[config.mk]
export PLATFORM = sky130hd
export DESIGN_NAME = mcfir_top
export DESIGN_NICKNAME = d
export VERILOG_FILES = /design/src/rtl/mcfir_pkg.sv /design/src/rtl/mcfir_chan_ctr.sv /design/src/rtl/mcfir_delay_bank.sv /design/src/rtl/mcfir_mac.sv /design/src/rtl/mcfir_top.sv
export SDC_FILE = /design/constraint.sdc
export NUM_CORES = 1
export LEC_CHECK = 0
export ABC_CLOCK_PERIOD_IN_PS = 2800
export CORE_MARGIN = 2
export CORE_UTILIZATION = 40
export CTS_BUF_LIST = sky130_fd_sc_hd__clkbuf_8
export DETAILED_ROUTE_END_ITERATION = 16
export GPL_ROUTABILITY_DRIVEN = 0
export GPL_TIMING_DRIVEN = 0
export SKIP_CTS_REPAIR_TIMING = 1
export SLEW_MARGIN = 20
export SYNTH_ARGS = -nofsm -noshare
export SYNTH_HDL_FRONTEND = slang
export SYNTH_SLANG_ARGS = --single-unit
[constraint.sdc]
create_clock -name clk -period 2.8 [get_ports clk]
set_input_delay 0.84 -clock clk [delete_from_list [all_inputs] [get_ports clk]]
set_output_delay 0.84 -clock clk [all_outputs]
set_load 0.05 [all_outputs]
[src/rtl/mcfir_pkg.sv]
package mcfir_pkg;

  // Tap folding variant selected at elaboration.
  typedef enum logic {
    TAPS_DIRECT   = 1'b0,
    TAPS_EVEN_SYM = 1'b1
  } fold_e;

  // Full-precision accumulator width for ntap products of dw x cw bits.
  function automatic int acc_bits(int dw, int cw, int ntap);
    return dw + cw + $clog2(ntap);
  endfunction

endpackage

[src/rtl/mcfir_chan_ctr.sv]
module mcfir_chan_ctr #(
  parameter int NCH = 3,
  parameter int CHW = 2
) (
  input  logic           clk,
  input  logic           rst_n,
  input  logic           clr,
  input  logic           adv,
  output logic [CHW-1:0] chan
);

  logic [CHW-1:0] chan_d;
  logic           chan_en;

  assign chan_en = clr | adv;

  always_comb begin
    chan_d = chan;
    if (clr) begin
      chan_d = '0;
    end else if (adv) begin
      chan_d = (chan == CHW'(NCH - 1)) ? '0 : chan + CHW'(1);
    end
  end

  always_ff @(posedge clk or negedge rst_n) begin
    if (!rst_n) begin
      chan <= '0;
    end else if (chan_en) begin
      chan <= chan_d;
    end
  end

endmodule

[src/rtl/mcfir_delay_bank.sv]
module mcfir_delay_bank #(
  parameter int NCH  = 3,
  parameter int NTAP = 4,
  parameter int DW   = 8,
  parameter int CHW  = 2
) (
  input  logic                      clk,
  input  logic                      rst_n,
  input  logic                      clr,
  input  logic                      adv,
  input  logic [CHW-1:0]            chan,
  input  logic [DW-1:0]             din,
  output logic [NTAP-1:0][DW-1:0]   taps
);

  localparam int DEP = NTAP - 1;

  logic [NCH-1:0][DEP-1:0][DW-1:0] line_q;
  logic [NCH-1:0][DEP-1:0][DW-1:0] line_d;
  logic                            line_en;

  assign line_en = clr | adv;

  always_comb begin
    line_d = line_q;
    if (clr) begin
      line_d = '0;
    end else if (adv) begin
      for (int k = DEP - 1; k > 0; k--) begin
        line_d[chan][k] = line_q[chan][k-1];
      end
      line_d[chan][0] = din;
    end
  end

  always_ff @(posedge clk or negedge rst_n) begin
    if (!rst_n) begin
      line_q <= '0;
    end else if (line_en) begin
      line_q <= line_d;
    end
  end

  // Tap 0 is the arriving sample; older taps come from the selected channel.
  assign taps[0] = din;
  for (genvar k = 1; k < NTAP; k++) begin : g_tap
    assign taps[k] = line_q[chan][k-1];
  end

endmodule

[src/rtl/mcfir_mac.sv]
module mcfir_mac #(
  parameter int                  NCH   = 3,
  parameter int                  NTAP  = 4,
  parameter int                  DW    = 8,
  parameter int                  CW    = 8,
  parameter int                  AW    = 18,
  parameter int                  CHW   = 2,
  parameter mcfir_pkg::fold_e    FOLD  = mcfir_pkg::TAPS_DIRECT,
  parameter logic [NCH*NTAP*CW-1:0] COEFS = '0
) (
  input  logic                    clk,
  input  logic                    rst_n,
  input  logic                    clr,
  input  logic                    vld,
  input  logic [CHW-1:0]          chan,
  input  logic [NTAP-1:0][DW-1:0] taps,
  output logic                    s1_vld,
  output logic                    acc_vld,
  output logic [AW-1:0]           acc
);

  localparam bit FOLDED = (FOLD == mcfir_pkg::TAPS_EVEN_SYM);
  localparam int NMUL   = FOLDED ? (NTAP + 1) / 2 : NTAP;
  localparam int PW     = DW + 1 + CW;

  logic [NMUL-1:0][PW-1:0] prod_d;
  logic [NMUL-1:0][PW-1:0] prod_q;
  logic signed [AW-1:0]    sum_d;
  logic                    s1_en;
  logic                    s2_en;

  for (genvar m = 0; m < NMUL; m++) begin : g_mul
    logic signed [DW:0]   op;
    logic signed [CW-1:0] cf;
    if (FOLDED && (2 * m != NTAP - 1)) begin : g_pair
      assign op = $signed({taps[m][DW-1], taps[m]})
                + $signed({taps[NTAP-1-m][DW-1], taps[NTAP-1-m]});
    end else begin : g_single
      assign op = $signed({taps[m][DW-1], taps[m]});
    end
    assign cf        = $signed(COEFS[(int'(chan) * NTAP + m) * CW +: CW]);
    assign prod_d[m] = PW'(op) * PW'(cf);
  end

  assign s1_en = vld | clr;
  assign s2_en = s1_vld | clr;

  always_comb begin
    sum_d = '0;
    for (int m = 0; m < NMUL; m++) begin
      sum_d = sum_d + AW'($signed(prod_q[m]));
    end
  end

  always_ff @(posedge clk or negedge rst_n) begin
    if (!rst_n) begin
      prod_q <= '0;
    end else if (s1_en) begin
      prod_q <= clr ? '0 : prod_d;
    end
  end

  always_ff @(posedge clk or negedge rst_n) begin
    if (!rst_n) begin
      acc <= '0;
    end else if (s2_en) begin
      acc <= clr ? '0 : sum_d;
    end
  end

  always_ff @(posedge clk or negedge rst_n) begin
    if (!rst_n) begin
      s1_vld  <= 1'b0;
      acc_vld <= 1'b0;
    end else begin
      s1_vld  <= vld & ~clr;
      acc_vld <= s1_vld & ~clr;
    end
  end

endmodule

[src/rtl/mcfir_top.sv]
module mcfir_top #(
  parameter int                     NCH     = 3,
  parameter int                     NTAP    = 4,
  parameter int                     DW      = 8,
  parameter int                     CW      = 8,
  parameter int                     OW      = 12,
  parameter int                     OUT_LSB = 4,
  parameter mcfir_pkg::fold_e       FOLD    = mcfir_pkg::TAPS_DIRECT,
  parameter logic [NCH*NTAP*CW-1:0] COEFS   = {(NCH * NTAP){CW'(1)}}
) (
  input  logic          clk,
  input  logic          rst_n,
  input  logic          clr,
  input  logic          in_vld,
  input  logic [DW-1:0] in_dat,
  output logic          out_vld,
  output logic [OW-1:0] out_dat
);

  localparam int CHW = (NCH > 1) ? $clog2(NCH) : 1;
  localparam int AW  = mcfir_pkg::acc_bits(DW, CW, NTAP);

  logic [CHW-1:0]          chan_q;
  logic                    accept;
  logic [NTAP-1:0][DW-1:0] taps;
  logic                    s1_vld;
  logic [AW-1:0]           acc_q;

  assign accept = in_vld & ~clr;

  mcfir_chan_ctr #(.NCH(NCH), .CHW(CHW)) u_ctr (
    .clk   (clk),
    .rst_n (rst_n),
    .clr   (clr),
    .adv   (accept),
    .chan  (chan_q)
  );

  mcfir_delay_bank #(.NCH(NCH), .NTAP(NTAP), .DW(DW), .CHW(CHW)) u_bank (
    .clk   (clk),
    .rst_n (rst_n),
    .clr   (clr),
    .adv   (accept),
    .chan  (chan_q),
    .din   (in_dat),
    .taps  (taps)
  );

  mcfir_mac #(
    .NCH(NCH), .NTAP(NTAP), .DW(DW), .CW(CW), .AW(AW), .CHW(CHW),
    .FOLD(FOLD), .COEFS(COEFS)
  ) u_mac (
    .clk     (clk),
    .rst_n   (rst_n),
    .clr     (clr),
    .vld     (accept),
    .chan    (chan_q),
    .taps    (taps),
    .s1_vld  (s1_vld),
    .acc_vld (out_vld),
    .acc     (acc_q)
  );

  assign out_dat = acc_q[OUT_LSB +: OW];

endmodule

# Word level (Yosys, flattened, before mapping)
# Cells that the tools add are included.
# op_classes
addsub	7
multipliers	4
n_lt_le_gt_ge	2
n_eq_ne	1
n_shift	4
muxes	18
n_bitwise	6
reduce_logical	3
# ops
op	count
$shiftx A96 B9 Y8 const A	3
$bwmux W72	3
$demux W24 S2	3
$mux W72	2
$shiftx A96 B8 Y8 const A	1
$mux W67	1
$mul A8 B8 Y16	4
$add A16 B16 Y16	3
$bmux W24 S2	1
$mux W24	2
$mux W16	2
$add A4 B2 Y5 const B	2
$mux W8	1
$mux W2	3
$add A4 B1 Y5 const B	1
$and A1 B1 Y1	3
$lt A2 B3 Y1 const B	1
$add A2 B1 Y2 const B	1
$eq A2 B2 Y1 const B	1
$ge A2 B1 Y1 const B	1
$or A1 B1 Y1	2
$reduce_and A2 Y1	1
$reduce_bool A2 Y1	1
$logic_and A1 B1 Y1	1
$not A1 Y1	1
# word_totals
register_bits	156
in_bits	12
out_inout_bits	13
wordCells	62

# Longest topological paths before layout
# Gate-level depths: netlist of the first run.
# depth
ltp_word	9
depth_mapped	11
mapped_depth_nobuf	10

# Hierarchy
# Synthesis of the first run repeated with hierarchy kept, for this count alone.
# hier_totals
cells_unflattened	606
hier_area_um2	6824.0
# modules_own_cells
module	instances	cells_each	area_per_inst_um2
mcfir_delay_bank	1	311	3723.6
mcfir_mac	1	286	2997.9
mcfir_chan_ctr	1	8	88.8
mcfir_top	1	1	13.8

# Worst setup path before layout of the first run
# OpenSTA, ideal clock, no wires.
# synth_timing
path_type	flip-flop to flip-flop
startpoint	register u_mac.prod_q[2] (netlist bit)
endpoint	register u_mac.acc[15]
setup_time_ns	0.124
t_arrival_ns	2.714
required_time_ns	2.676
setup_slack_ns	-0.038
stages_incl_launch_ff	11
synth_period_minus_slack_ns	2.838
path_cell_list	dfrtp_1 inv_1 fa_1 inv_1 fa_1 ha_1 and4bb_4 o31a_1 a41oi_2 a21oi_1 a211o_1
# synth_via
elab_chain_len	4
# synth_lines
element	line	text
from (decl)	mcfir_mac.sv:27	logic [NMUL-1:0][PW-1:0] prod_q;
from (signal assigned)	mcfir_mac.sv:59	prod_q <= clr ? '0 : prod_d;
$add A16 B16 Y16 (3 in a row)	mcfir_mac.sv:51	sum_d = sum_d + AW'($signed(prod_q[m]));
$mux W16	mcfir_mac.sv:67	acc <= clr ? '0 : sum_d;
to (signal assigned)	mcfir_mac.sv:67	
to (decl)	mcfir_mac.sv:19	output logic [AW-1:0] acc
# No other way between the ends.
# A chain may end at the register's enable or synchronous reset.

# Final worst setup path of the first run
# Ends and elaborated chain as after synthesis.

==> qor.yml, run 1 <==
synthesis:
  synth-async-reset-ratio_pct: 100.0
  ys_types: 43
  yosys.area.top_type: "dfrtp_1"
  ys_seq_area_share_pct: 52.17
  synth_commonest_cells: "dfrtp_1 (120), nand2_1 (84), a22o_1 (75)"
  synth-seq-cells: 120
  syn-num-nets: 575
  yosys_warnings: 0
  synth_top_area_share_pct: 52.17
  netlist_area_mm2: 0.005756
  syn_area_per_cell_um2: 10.68
  synth.most_common_cell: "dfrtp_1"
  synthTopCellsByArea: "dfrtp_1 (52%), a22o_1 (11%), fa_1 (5.6%), nand2_1 (5.5%), mux2i_1 (4.2%)"
  ys.flop_type: "dfrtp_1"
  postSynthCellCount: 539
  synth_edf_count: 0
timing:
  fin_crit_sh_pct: 105.3
  skew_ns: 0.009461
  final_max_slew_viol_count: 0
  fin_crit_ns: 2.949
  slew_headroom_pct: 52.60
  whs_ns: 0.2954
  max_slew.worst_pin.slew_ns: 0.7077
  report.final.hold_viol_count: 0
  setup_slack_ns: -0.1490
  setup_viol: 10
  grt_setup_unrepaired: "true"
  finalSetupTns_ns: -0.3673
  fmaxAchievable_mhz: 339.1
route:
  wl_per_cell_um: 17.56
  drt-total-wl_mm: 13.67
  drtIter0Drc: 343
  vias: 4201
  dr.pass1.iters: 5
  route.detailed.drc: 0
  ant_nets: 0
  viasPerCell: 5.400
critical_path:
  required_ns: 3.13
  critPathArrivalTime_ns: 3.28
  cp-start-kind: "flip-flop"
  critPathMaxFanout: 4
  cp-end-kind: "flip-flop"
  worstSetupPathType: "flip-flop to flip-flop"
status:
  violations: "negative setup slack"
  outcome: "complete, but fails checks"
cts:
  cts_made_buffers: 17
  htree_levels: 4
  ctsRootBufferMaster: "clkbuf_8"
  cts_sinks: 120
  clk_pin_slew_ns: 0.07
  cts_tree: "yes"
  clock_latency_ns: 0.45
  cts.path.max_buffers: 2
global_routing:
  grt_pass1_vias: 4325
  grt_pass1_wl_mm: 22.40
  antenna_found_initial: 0
  grtUsageTotal_pct: 19.48
  gr-total-overflow: 0
  grt_max_degree: 82
final_layout:
  nets: 621
  diodes: 0
  drive_gt1_share_pct: 11.37
  areaGrowthSynthToFinish_pct: 15.80
floorplanning:
  io_pins: 25
  fp.dieW_um: 124.0
  die_h_um: 124.0
  die-area_mm2: 0.01536
  start_util_pct: 41.14
  rows: 43
  core_area_mm2: 0.01399
power:
  power_density_mw_per_mm2: 557.7
  vdd_ir_drop_max_mv: 0.3188
  p_leak_nw: 3.030
place:
  placement.io_buffers: 23
  dp_hpwl_mm: 9.903
run:
  max_cap_viol_count: 0
hold_path:
  hp-class: "input port to async pin"
==> critical path: stages (launching register included) <==
cell	delay, ns
dfrtp_1	0.35
inv_1	0.06
fa_1	0.53
inv_1	0.05
fa_1	0.43
ha_1	0.28
and4bb_4	0.27
o31a_1	0.22
a41oi_2	0.18
and3_1	0.22
a211o_1	0.25
==> layout make-up <==
cell class | instances | area [um2]
sequential | 120 | 3003
inverter | 51 | 191.4
buffer | 34 | 166.4
clock inverter | 12 | 87.58
multi-input combinational | 333 | 2427
clock buffer | 20 | 275.3
tap | 180 | 225.2
fill | 1313 | 7323
timing repair buffer | 28 | 289.0
==> placed cells by master, fill, tap and decap left out, types with 2 or more instances in the layout <==
master           instances
clkdlybuf4s50_1         22
buf_4                    5
a21oi_1                 37
o21ai_1                 22
clkinv_2                 3
fa_1                    15
clkinvlp_4               2
a31oi_1                  2
a211o_1                  2
o21a_1                   2
a21oi_2                  3
nor3_2                   2
o211ai_1                 2
nor3_1                   2
buf_2                   16
nor2_1                  17
mux2i_1                 24
a211oi_1                 9
inv_1                   54
and3_1                   3
clkbuf_8                20
buf_6                    3
nand2_1                 84
xnor2_1                  3
buf_1                    2
ha_1                     6
xor2_1                   3
a22o_1                  75
dfrtp_1                120
clkbuf_1                13
inv_2                    2
nand2b_1                 2
==> per-stage QoR <==
stage | setup slack [ns] | cells | cell area, um2 | util, % | total power, W
CTS | -0.1861 | 775 | 6603 | 47.20 | 0.003726
finish | -0.1490 | 778 | 6665 | 47.65 | 0.003717
global placement | -3.710 | 742 | 6211 | 44.40 | 0.002283
global route | -0.2707 | 778 | 6665 | 47.65 | 0.003867
detailed placement | -0.1563 | 743 | 6240 | 44.61 | 0.002298
floorplan | 0.007651 | 539 | 5756 | - | 0.002119
==> final timing paths <==
| check | cells past startpoint | endpoint | from | slack (ns) |
|---|---|---|---|---|
| hold / removal | 1 | u_mac.acc[9] | rst_n | 0.30 |
| setup / recovery | 10 | u_mac.acc[15] | u_mac.prod_q[2] | -0.15 |
| hold reg to reg | 2 | u_mac.acc[14] | u_mac.acc[14] | 0.48 |
| min in group clk | 2 | u_mac.acc[14] | u_mac.acc[14] | 0.48 |
| setup reg to reg | 10 | u_mac.acc[15] | u_mac.prod_q[2] | -0.15 |
| max in group asynchronous | 2 | u_bank.line_q[37] | rst_n | 1.74 |
==> state kept, by name, summed over array words and instances (netlist names) <==
signal,flops
u_mac.acc,12
u_mac.acc_vld,1
u_bank.line_q,72
u_mac.s1_vld,1
u_mac.prod_q,32
u_ctr.chan,2
==> power breakdown <==
group / switching [W] / internal (W)
logic: 0.000307 / 0.000154
registers: 0.0000322 / 0.00178
clock network: 0.000692 / 0.000751
==> kinds of logic (layout without fill, tap and decap cells) <==
group	after synthesis	count (layout)	share of synthesized area (%)
flip-flops	120	120	52.17
AO/OA/AOI/OAI	162	162	20.52
XOR/XNOR	6	6	0.9132
AND/OR/NAND/NOR	117	117	8.631
buffers and inverters	86	145	6.283
multiplexers	24	24	4.174
adder cells (fa/ha/maj)	24	24	7.304
==> layer usage <==
metal	GRT usage (%)	wire, um
met5	0	0
met4	7.584	263
met2	31.11	6458
met1	25.84	6403
met3	4.533	540
(Power assumes the default switching activity.)
==> run 2: changes to the inputs <==
--- a/config.mk
+++ b/config.mk
@@ -12,6 +12,7 @@
 export DETAILED_ROUTE_END_ITERATION = 16
 export GPL_ROUTABILITY_DRIVEN = 0
 export GPL_TIMING_DRIVEN = 0
+export PLACE_DENSITY = 0.62
 export SKIP_CTS_REPAIR_TIMING = 1
 export SLEW_MARGIN = 20
 export SYNTH_ARGS = -nofsm -noshare
==> run 2 against run 1 <==
The run still ends with negative setup slack left. Routed wire length shrank 0.91%. Flip-flop and latch count is the same. Cell count grew 0.64%. Sequential power is essentially flat. Largest cell class unchanged. Highest routed layer unchanged.
==> qor.yml, run 2 (synthesized netlist as in run 1, its figures left out) <==
cts:
  cts.path.max_buffers: 2  # unchanged
  cts_sinks: 120  # unchanged
  ctsRootBufferMaster: "clkbuf_8"
  htree_levels: 4  # unchanged
  clock_latency_ns: 0.46  # about the same
  cts_made_buffers: 17  # unchanged
  cts_tree: "yes"
  clk_pin_slew_ns: 0.07  # about the same
final_layout:
  regMostFlops: "u_bank.line_q"
  top_regs: "u_bank.line_q x72, u_mac.prod_q x32, u_mac.acc x12"
  areaGrowthSynthToFinish_pct: 18.96
  nets: 626  # +0.81%
  multiInputGateArea_mm2: 0.002505  # +3.2%
  drive_gt1_share_pct: 14.43  # +3.1 points
  diodes: 0  # unchanged
  largest_register_ffs: 72  # unchanged
  final_cells: 783  # +0.64%
  final_common_cell: "dfrtp_1"
  register_area_mm2: 0.003003  # unchanged
  fillerInstances: 1275  # -2.9%
  final_cell_mix: "dfrtp_1 (120), nand2_1 (84), a22o_1 (75)"
timing:
  max_slew.worst_pin.slew_ns: 0.6938  # -0.01394 ns
  skew_ns: 0.01131  # +0.001846 ns
  grt_setup_unrepaired: "true"
  fin_crit_ns: 2.954  # +0.004795 ns
  setup_slack_ns: -0.1538  # -0.004795 ns
  final_max_slew_viol_count: 0  # unchanged
  slew_headroom_pct: 53.75  # +1.1 points
  fmaxAchievable_mhz: 338.5  # -0.16%
  setup_viol: 7  # -3
  fin_crit_sh_pct: 105.5  # +0.17 points
  report.final.hold_viol_count: 0  # unchanged
critical_path:
  cp-start-kind: "flip-flop"
  r2r_setup_slack_ns: -0.15  # about the same
  required_ns: 3.14  # about the same
  worstSetupPathType: "flip-flop to flip-flop"
  critPathArrivalTime_ns: 3.30  # +0.02 ns
  critPathMaxFanout: 3  # -1
  cp-end-kind: "flip-flop"
global_routing:
  grt_pass1_vias: 4189  # -3.1%
  antenna_found_initial: 0  # unchanged
  grt_max_degree: 67  # -18%
  grt_pass1_wl_mm: 21.86  # -2.4%
  gr-total-overflow: 0  # unchanged
  grtUsageTotal_pct: 19.28  # -0.20 points
status:
  violations: "negative setup slack"
  outcome: "complete, but fails checks"
place:
  dp_slack_ns: -0.1515  # +0.004892 ns
  placement.io_buffers: 23  # unchanged
  dp.cells: 743  # unchanged
  dp_hpwl_mm: 9.530  # -3.8%
power:
  power_density_mw_per_mm2: 583.7  # +4.6%
  vdd_ir_drop_max_mv: 0.3791  # +19%
  p_leak_nw: 3.099  # +2.3%
floorplanning:
  die-area_mm2: 0.01536  # unchanged
  core_area_mm2: 0.01399  # unchanged
  start_util_pct: 41.14  # unchanged
  die_h_um: 124.0  # unchanged
  io_pins: 25  # unchanged
  rows: 43  # unchanged
  fp.dieW_um: 124.0  # unchanged
route:
  drt-total-wl_mm: 13.54  # -0.91%
  viasPerCell: 5.278  # -2.2%
  ant_nets: 0  # unchanged
  drtIter0Drc: 284  # -17%
  dr.pass1.iters: 8  # +3
  vias: 4133  # -1.6%
  route.detailed.drc: 0  # unchanged
  wl_per_cell_um: 17.29  # -1.5%
hold_path:
  hp-class: "input port to async pin"
run:
  max_cap_viol_count: 0  # unchanged
-- run 2: cell types whose count changed in the layout (fill, tap and decap cells not counted), moves of 3 or more --
cell and change:
inv_2 +3, ha_1 -3, ha_4 +3, buf_4 +5
bufinv_16 +3, inv_1 -7
-- run 2: worst paths after layout --
check | from | cells past startpoint | endpoint
worst min register to register | u_mac.acc[14] | 2 | u_mac.acc[14]
max in group asynchronous | rst_n | 2 | u_mac.prod_q[54]
worst min-delay path | rst_n | 1 | u_mac.acc[10]
min in group clk | u_mac.acc[14] | 2 | u_mac.acc[14]
worst max-delay path | u_mac.prod_q[37] | 10 | u_mac.acc[15]
worst max register to register | u_mac.prod_q[37] | 10 | u_mac.acc[15]
-- run 2: through the flow --
stage / power (W) / setup TNS (ns) / area [um2] / util (%) / hold WS [ns]
2_1_floorplan: 0.002119 / 0 / 5756 / - / 0.4652
3_3_place_gp: 0.002281 / -438.15 / 6211 / 44.40 / 0.4502
3_5_place_dp: 0.002295 / -2.060 / 6240 / 44.61 / 0.4572
4_1_cts: 0.004000 / -0.8992 / 6669 / 47.67 / 0.3513
5_1_grt: 0.004174 / -1.304 / 6847 / 48.94 / 0.3719
6_report: 0.003996 / -0.5919 / 6847 / 48.94 / 0.3399
-- run 2: per-layer routing --
layer  vias to the layer above  GRT usage (%)  wire length [um]
met5                         -              0                 0
met4                         0          5.337               144
met3                        18          6.090               703
met2                       121          30.29              6384
met1                      2020          25.91              6307
li1                       1974              -                 -
-- run 2: layout make-up --
type,instances,share of cell area [%]
buffer,34,2.431
inverter,51,2.796
clock buffer,18,3.618
sequential,120,43.86
multi-input combinational,333,36.59
timing repair buffer,33,4.770
clock inverter,14,2.650
tap,180,3.289
-- run 2: report_power, final --
part           switching, W  internal (W)
clock              0.000726      0.000983
sequential        0.0000316       0.00178
combinational      0.000313      0.000161
-- run 2: critical path, cell delays in order, from the launching register on --
cell and delay [ns]:
dfrtp_1 0.36, inv_1 0.06, fa_1 0.54, inv_2 0.04, fa_1 0.47, ha_4 0.29
o21a_1 0.15, o31a_1 0.23, a41oi_2 0.20, and3_1 0.23, a211o_1 0.26
